## config.mk

```make
export PLATFORM = sky130hd
export DESIGN_NAME = chan_supervisor
export DESIGN_NICKNAME = d
export VERILOG_FILES = /design/src/rtl/chan_sup_pkg.sv /design/src/rtl/sig_edge_sync.sv /design/src/rtl/window_wdog.sv /design/src/rtl/activity_mon.sv /design/src/rtl/clk_loss_det.sv /design/src/rtl/chan_supervisor.sv
export SDC_FILE = /design/constraint.sdc
export NUM_CORES = 1
export LEC_CHECK = 0
export BUFFER_PORTS_ARGS = -buffer_cell sky130_fd_sc_hd__buf_2
export CAP_MARGIN = 5
export CORE_MARGIN = 3
export CORE_UTILIZATION = 35
export CTS_BUF_LIST = sky130_fd_sc_hd__clkbuf_8
export DETAILED_ROUTE_END_ITERATION = 12
export GPL_TIMING_DRIVEN = 0
export PLACE_DENSITY = 0.5
export RECOVER_POWER = 50
export SLEW_MARGIN = 10
export SYNTH_ARGS = -nofsm -noshare
export SYNTH_HDL_FRONTEND = slang
export SYNTH_SLANG_ARGS = --single-unit
```

## constraint.sdc

```tcl
create_clock -name ref_clk -period 1.6 [get_ports ref_clk]
set_input_delay 0.08 -clock ref_clk [delete_from_list [all_inputs] [get_ports ref_clk]]
set_output_delay 0.08 -clock ref_clk [all_outputs]
set_load 0.02 [all_outputs]
```

## src/rtl/chan_sup_pkg.sv

```systemverilog
package chan_sup_pkg;
  typedef enum logic [1:0] {
    WD_OK    = 2'd0,
    WD_EARLY = 2'd1,
    WD_LATE  = 2'd2
  } wd_verdict_t;
endpackage

```

## src/rtl/sig_edge_sync.sv

```systemverilog
module sig_edge_sync #(
  parameter int STAGES = 2
) (
  input  logic clk,
  input  logic rst_n,
  input  logic async_in,
  output logic toggled
);
  logic [STAGES-1:0] chain;
  logic              last_lvl;

  genvar g;
  generate
    for (g = 0; g < STAGES; g++) begin : g_stage
      if (g == 0) begin : g_first
        always_ff @(posedge clk or negedge rst_n) begin
          if (!rst_n) chain[0] <= 1'b0;
          else        chain[0] <= async_in;
        end
      end else begin : g_next
        always_ff @(posedge clk or negedge rst_n) begin
          if (!rst_n) chain[g] <= 1'b0;
          else        chain[g] <= chain[g-1];
        end
      end
    end
  endgenerate

  always_ff @(posedge clk or negedge rst_n) begin
    if (!rst_n) last_lvl <= 1'b0;
    else        last_lvl <= chain[STAGES-1];
  end

  assign toggled = chain[STAGES-1] ^ last_lvl;
endmodule

```

## src/rtl/window_wdog.sv

```systemverilog
module window_wdog
  import chan_sup_pkg::*;
#(
  parameter int WIN_OPEN  = 8,
  parameter int WIN_CLOSE = 32
) (
  input  logic        clk,
  input  logic        rst_n,
  input  logic        hold,
  input  logic        strobe,
  output wd_verdict_t verdict
);
  localparam int CW = $clog2(WIN_CLOSE + 1);
  localparam logic [CW-1:0] OPEN_V  = CW'(WIN_OPEN);
  localparam logic [CW-1:0] CLOSE_V = CW'(WIN_CLOSE);

  logic [CW-1:0] cnt;
  logic          in_window;

  assign in_window = (cnt >= OPEN_V) && (cnt <= CLOSE_V);

  always_comb begin
    verdict = WD_OK;
    if (!hold) begin
      if (strobe) begin
        if (!in_window) verdict = WD_EARLY;
      end else if (cnt == CLOSE_V) begin
        verdict = WD_LATE;
      end
    end
  end

  always_ff @(posedge clk or negedge rst_n) begin
    if (!rst_n)                             cnt <= '0;
    else if (hold || strobe || cnt == CLOSE_V) cnt <= '0;
    else                                    cnt <= cnt + 1'b1;
  end

  // the count never runs past the closing edge of the window
  a_r2_count_bound: assert property (@(posedge clk) disable iff (!rst_n)
    cnt <= CLOSE_V);
endmodule

```

## src/rtl/activity_mon.sv

```systemverilog
module activity_mon #(
  parameter int ACT_TIMEOUT = 40,
  parameter int SYNC_STAGES = 2
) (
  input  logic clk,
  input  logic rst_n,
  input  logic act_bit,
  output logic depower
);
  localparam int AW = $clog2(ACT_TIMEOUT + 1);
  localparam logic [AW-1:0] LIMIT_V = AW'(ACT_TIMEOUT);

  logic          act_edge;
  logic [AW-1:0] idle_cnt;

  sig_edge_sync #(.STAGES(SYNC_STAGES)) u_act_sync (
    .clk(clk), .rst_n(rst_n), .async_in(act_bit), .toggled(act_edge)
  );

  always_ff @(posedge clk or negedge rst_n) begin
    if (!rst_n)                 idle_cnt <= '0;
    else if (act_edge)          idle_cnt <= '0;
    else if (idle_cnt != LIMIT_V) idle_cnt <= idle_cnt + 1'b1;
  end

  always_ff @(posedge clk or negedge rst_n) begin
    if (!rst_n)                                       depower <= 1'b0;
    else if (!act_edge && idle_cnt == LIMIT_V - 1'b1) depower <= 1'b1;
  end

  // idle count saturates at the timeout
  a_r6_idle_bound: assert property (@(posedge clk) disable iff (!rst_n)
    idle_cnt <= LIMIT_V);
  // depower is sticky until full reset
  a_r7_depower_latched: assert property (@(posedge clk) disable iff (!rst_n)
    depower |=> depower);
endmodule

```

## src/rtl/clk_loss_det.sv

```systemverilog
module clk_loss_det #(
  parameter int CLK_LOSS_CYC = 16,
  parameter int SYNC_STAGES  = 2
) (
  input  logic clk,
  input  logic rst_n,
  input  logic mon_clk,
  output logic lost,
  output logic recovered
);
  localparam int LW = $clog2(CLK_LOSS_CYC + 1);
  localparam logic [LW-1:0] LOSS_V = LW'(CLK_LOSS_CYC);

  logic          mon_edge;
  logic [LW-1:0] quiet_cnt;

  sig_edge_sync #(.STAGES(SYNC_STAGES)) u_clk_sync (
    .clk(clk), .rst_n(rst_n), .async_in(mon_clk), .toggled(mon_edge)
  );

  always_ff @(posedge clk or negedge rst_n) begin
    if (!rst_n)                  quiet_cnt <= '0;
    else if (mon_edge)           quiet_cnt <= '0;
    else if (quiet_cnt != LOSS_V) quiet_cnt <= quiet_cnt + 1'b1;
  end

  always_ff @(posedge clk or negedge rst_n) begin
    if (!rst_n)                                      lost <= 1'b0;
    else if (mon_edge)                               lost <= 1'b0;
    else if (quiet_cnt == LOSS_V - 1'b1)             lost <= 1'b1;
  end

  assign recovered = lost & mon_edge;

  // a loss is only declared after a full quiet interval
  a_r8_loss_after_quiet: assert property (@(posedge clk) disable iff (!rst_n)
    $rose(lost) |-> quiet_cnt == LOSS_V);
endmodule

```

## src/rtl/chan_supervisor.sv

```systemverilog
module chan_supervisor
  import chan_sup_pkg::*;
#(
  parameter int WIN_OPEN     = 8,
  parameter int WIN_CLOSE    = 32,
  parameter int ACT_TIMEOUT  = 40,
  parameter int CLK_LOSS_CYC = 16,
  parameter int RST_PULSE    = 4,
  parameter int SYNC_STAGES  = 2
) (
  input  logic ref_clk,
  input  logic rst_n,
  input  logic cpu_clk,
  input  logic svc_strobe,
  input  logic act_bit,
  output logic reset_req,
  output logic depower
);
  localparam int PW = $clog2(RST_PULSE + 1);
  localparam logic [PW-1:0] PULSE_V = PW'(RST_PULSE);

  wd_verdict_t   verdict;
  logic          clk_lost;
  logic          clk_back;
  logic          trigger;
  logic [PW-1:0] pulse_cnt;
  logic          wd_hold;

  assign wd_hold = reset_req | clk_lost;

  window_wdog #(.WIN_OPEN(WIN_OPEN), .WIN_CLOSE(WIN_CLOSE)) u_wdog (
    .clk(ref_clk), .rst_n(rst_n), .hold(wd_hold),
    .strobe(svc_strobe), .verdict(verdict)
  );

  activity_mon #(.ACT_TIMEOUT(ACT_TIMEOUT), .SYNC_STAGES(SYNC_STAGES)) u_act (
    .clk(ref_clk), .rst_n(rst_n), .act_bit(act_bit), .depower(depower)
  );

  clk_loss_det #(.CLK_LOSS_CYC(CLK_LOSS_CYC), .SYNC_STAGES(SYNC_STAGES)) u_clkmon (
    .clk(ref_clk), .rst_n(rst_n), .mon_clk(cpu_clk),
    .lost(clk_lost), .recovered(clk_back)
  );

  assign trigger = (verdict != WD_OK) | clk_back;

  always_ff @(posedge ref_clk or negedge rst_n) begin
    if (!rst_n)              pulse_cnt <= '0;
    else if (trigger)        pulse_cnt <= PULSE_V;
    else if (pulse_cnt != 0) pulse_cnt <= pulse_cnt - 1'b1;
  end

  assign reset_req = (pulse_cnt != '0);

  // a reset pulse never collapses to a single cycle
  a_r5_pulse_hold: assert property (@(posedge ref_clk) disable iff (!rst_n)
    $rose(reset_req) |=> reset_req);
  // no new reset while the processor clock remains lost
  a_r8_lost_quiet: assert property (@(posedge ref_clk) disable iff (!rst_n)
    (clk_lost && $past(clk_lost)) |-> !$rose(reset_req));
  // the watchdog gives no verdict while held
  a_r3_held_silent: assert property (@(posedge ref_clk) disable iff (!rst_n)
    $past(reset_req) && reset_req |-> verdict == WD_OK);
endmodule

```

==> metrics list <==
* Number of library cell types mapped by synthesis: 23
- Counting every net in the synthesized netlist gives 133.
* Status: finished, final reports clean
* CTS Root Buffer Type: sky130_fd_sc_hd__clkbuf_8
* Total number of H-tree levels: 1
- Simple logic cell fraction of the synthesized area: 0.200
- After detailed routing, the number of remaining DRC violations is 0.
* Commonest non-fill, non-tap cells in the layout: 28 x sky130_fd_sc_hd__dfrtp_1, 21 x sky130_fd_sc_hd__nor2_1, 9 x sky130_fd_sc_hd__inv_1
- STA classifies the critical path startpoint as a flop.
- At the worst endpoint, the required time is 1.80 ns.
* Worst relative slew slack: 0.553
* Clock-pin transition on the worst setup and hold timing paths: 0.09 ns
- Wire length after detailed routing: 1.99 mm
- Number of CTS-inserted buffers: 3
- Number of placed I/O pins: 7
- Total count of max-transition violations in the final report: 0
* Overall die height: 67.6 µm
- Flip-flop and latch count after synthesis: 28
- Static Leakage: 0.681 nW
* Last weighted congestion value of the routability-driven placer: 0.755
- Derived from the worst setup path, the maximum achievable clock frequency is 658 MHz.
- Most common library cell in the layout ignoring fill and taps: sky130_fd_sc_hd__dfrtp_1
* Synth Area in Compound Gates: 0.0189
- Overflow left after global routing: 0
* Number of buffer cells added on primary ports: 6
* Share of post-route cells with drive strength above 1: 0.170
- First-pass detailed-route iteration total: 4
- Bufs on Longest Clock Path: 2
* Hold Violations, Final: 0
- The worst hold path begins at svc_strobe.
- Count of nets left with antenna violations after detail routing: 0
* Die area: 4570 µm²
- VDD sags by at most 0.530 mV.
* Slew at the pin closest to its max-slew limit: 0.671 ns
* Number of antenna violations at the first check in global routing: 0
- Layout Cells excl Fill: 181
* Depth of the worst register-to-register path: 7
- Setup violations remaining at the end of the flow were counted as 0.
* Skew final: 0.00478 ns
- Average cell area after synthesis: 11.2 µm²
- Largest fanout on the critical path: 6
- Xor/xnor share of the synthesized area: 0.0990
- Synth Instances: 119
* Post-synthesis instance area: 1330 µm²
- STA puts the critical path data arrival time at 1.72 ns.
* Via count of the first global-routing pass: 804
- Cell depth of the worst hold path: 3
- Portion of netlist area occupied by mux cells: 0.0302
- Total power divided by cell area: 1130 nW/µm²
- Summing all placed instances gives a cell area of 1420 µm².
- Dominant combinational cell family by area after synthesis: simple AND/OR/NAND/NOR gates
- TritonCTS clock tree: built
* Global-route usage over all layers: 0.103
- The first global-routing pass estimated 3.57 mm of wire.
* Setup crit start: pulse_cnt[1]$_DFFE_PN0P_
- Measured along the x axis, the die boundary spans 67.6 µm.
- Vias per cell: 4.56
- Of the total synthesized cell area, the portion taken by full adders, half adders and majority gates is 0.0848.
- Row generation in the floorplan step produced 21 rows.
- The floorplan step defined a core boundary enclosing 3490 µm².
- Dividing the final minimum period by the clock period gives 0.949.
- Sequential fraction of the synthesis area: 0.528
- Worst r2r src: pulse_cnt[1]$_DFFE_PN0P_
* Total clock sinks: 28
* Routed wl met3: 76 µm
- Entering global routing, the biggest net connects 29 pins.
- The critical path is of the flop to flop type.
- Area growth, synth to finish: 16.5%
- The wire-length estimate of the detail-placed layout is 1.42 mm.
* First-iteration detailed-routing DRC count: 22
- Starting Density: 0.380
* Routed wirelength normalized by instance count: 11.0 µm
- The layout has 336 filler cells.
* Final core utilization: 0.443
* Type of the most critical hold path: input pin to flop
- Number of antenna repair diodes: 0
* Vias: 825
- Cell count after placement: 171
- STA classifies the critical path endpoint as a flop.
- Final-stage net count: 151
- DR WL met2: 923 µm
- For this run, the number of Yosys warnings is 0.
* Shortest clock period the worst path allows after layout: 1.52 ns
- After routing the design area is 1550 µm².
- For the worst-skew pair, the clock arrives at the later sink with an insertion delay of 0.26 ns.
- Uppermost layer routed: met4
* Wire length on met1: 984 µm
- Max-cap violations in this run came to 0.
## critical path, cell delays in order, from the launching register on
cell                       delay (ns)
sky130_fd_sc_hd__dfrtp_1         0.40
sky130_fd_sc_hd__inv_2           0.09
sky130_fd_sc_hd__ha_4            0.15
sky130_fd_sc_hd__nand2b_4        0.05
sky130_fd_sc_hd__buf_6           0.12
sky130_fd_sc_hd__or3_4           0.34
sky130_fd_sc_hd__mux2i_4         0.17
sky130_fd_sc_hd__nand3b_1        0.13
## cells in the mapped netlist, drive strengths merged
cell type / count / area (µm²)
dfrtp: 28 / 701
nor2: 21 / 78.8
inv: 11 / 41.3
ha: 9 / 113
xnor2: 8 / 70.1
nand2: 7 / 26.3
xor2: 7 / 61.3
nand3: 5 / 25.0
mux2i: 4 / 40.0
nor3: 4 / 20.0
and3: 2 / 12.5
nor4b: 2 / 47.6
a21oi: 1 / 5.00
and4bb: 1 / 12.5
buf: 1 / 11.3
nand2b: 1 / 13.8
nand3b: 1 / 7.51
nand4: 1 / 6.26
nand4b: 1 / 8.76
o211ai: 1 / 7.51
o21ai: 1 / 5.00
o31ai: 1 / 7.51
or3: 1 / 6.26
## final cells by class
cell class              instances  area, µm²  area share
repair buffers                 13       90.1      0.0583
inverters                      11       41.3      0.0267
well taps                      46       57.6      0.0372
multi-input cells              79        604       0.391
flip-flops and latches         28        701       0.453
clock buffers                   3       41.3      0.0267
plain buffers                   1       11.3     0.00728
## stage by stage
stage / hold WS [ns] / power (mW) / setup TNS [ns] / setup WS (ns)
floorplan: -0.216 / 1.19 / 0 / 0.0705
global placement: 0.137 / 1.27 / -0.152 / -0.0521
detailed placement: 0.136 / 1.29 / -0.165 / -0.0652
CTS: 0.124 / 1.72 / 0 / 0.0110
global route: 0.113 / 1.90 / -0.0000882 / -0.0000882
finish: 0.119 / 1.75 / 0 / 0.0814
## sequential cells by signal, summed over array words and instances (netlist names), 2 cells and up
register and flops:
pulse_cnt 3, u_act.idle_cnt 6, u_act.u_act_sync.chain 2, u_clkmon.quiet_cnt 5, u_clkmon.u_clk_sync.chain 2, u_wdog.cnt 6
## metal layers
layer / vias to the layer above / track usage
li1: 419 / -
met4: 0 / 0.0152
met5: - / 0
met3: 2 / 0.0399
met1: 394 / 0.140
met2: 10 / 0.159
## logic make-up after synthesis
logic type,after synthesis
adder cells (fa/ha/maj),9
XOR/XNOR,15
AO/OA/AOI/OAI,4
flip-flops,28
AND/OR/NAND/NOR,47
multiplexers,4
buffers and inverters,12
## final timing paths
| check | slack, ns | end |
|---|---|---|
| hold / removal | 0.12 | u_wdog.cnt[4]$_DFF_PN0_ |
| min in group asynchronous | 0.38 | u_act.idle_cnt[5]$_DFFE_PN0P_ |
| max in group asynchronous | 0.79 | u_clkmon.u_clk_sync.last_lvl$_DFF_PN0_ |
| setup reg to reg | 0.08 | pulse_cnt[2]$_DFFE_PN0P_ |
| hold reg to reg | 0.35 | u_act.u_act_sync.chain[1]$_DFF_PN0_ |
| setup / recovery | 0.08 | pulse_cnt[2]$_DFFE_PN0P_ |
## repair_timing
item	4_1_cts	5_1_grt
setup buffers	0	4
pin swaps	1	1
hold buffers	3	0
setup endpoints to repair	3	4
resized for setup	5	2
gates cloned	0	0
endpoints found under the hold margin	30	0
## report_power, final
part	switching [mW]	total (mW)	internal (mW)	leakage, nW
sequential	0.0672	0.855	0.788	0.365
combinational	0.250	0.528	0.278	0.295
clock	0.194	0.363	0.168	0.0216
Power figures use the tool's default switching activity.
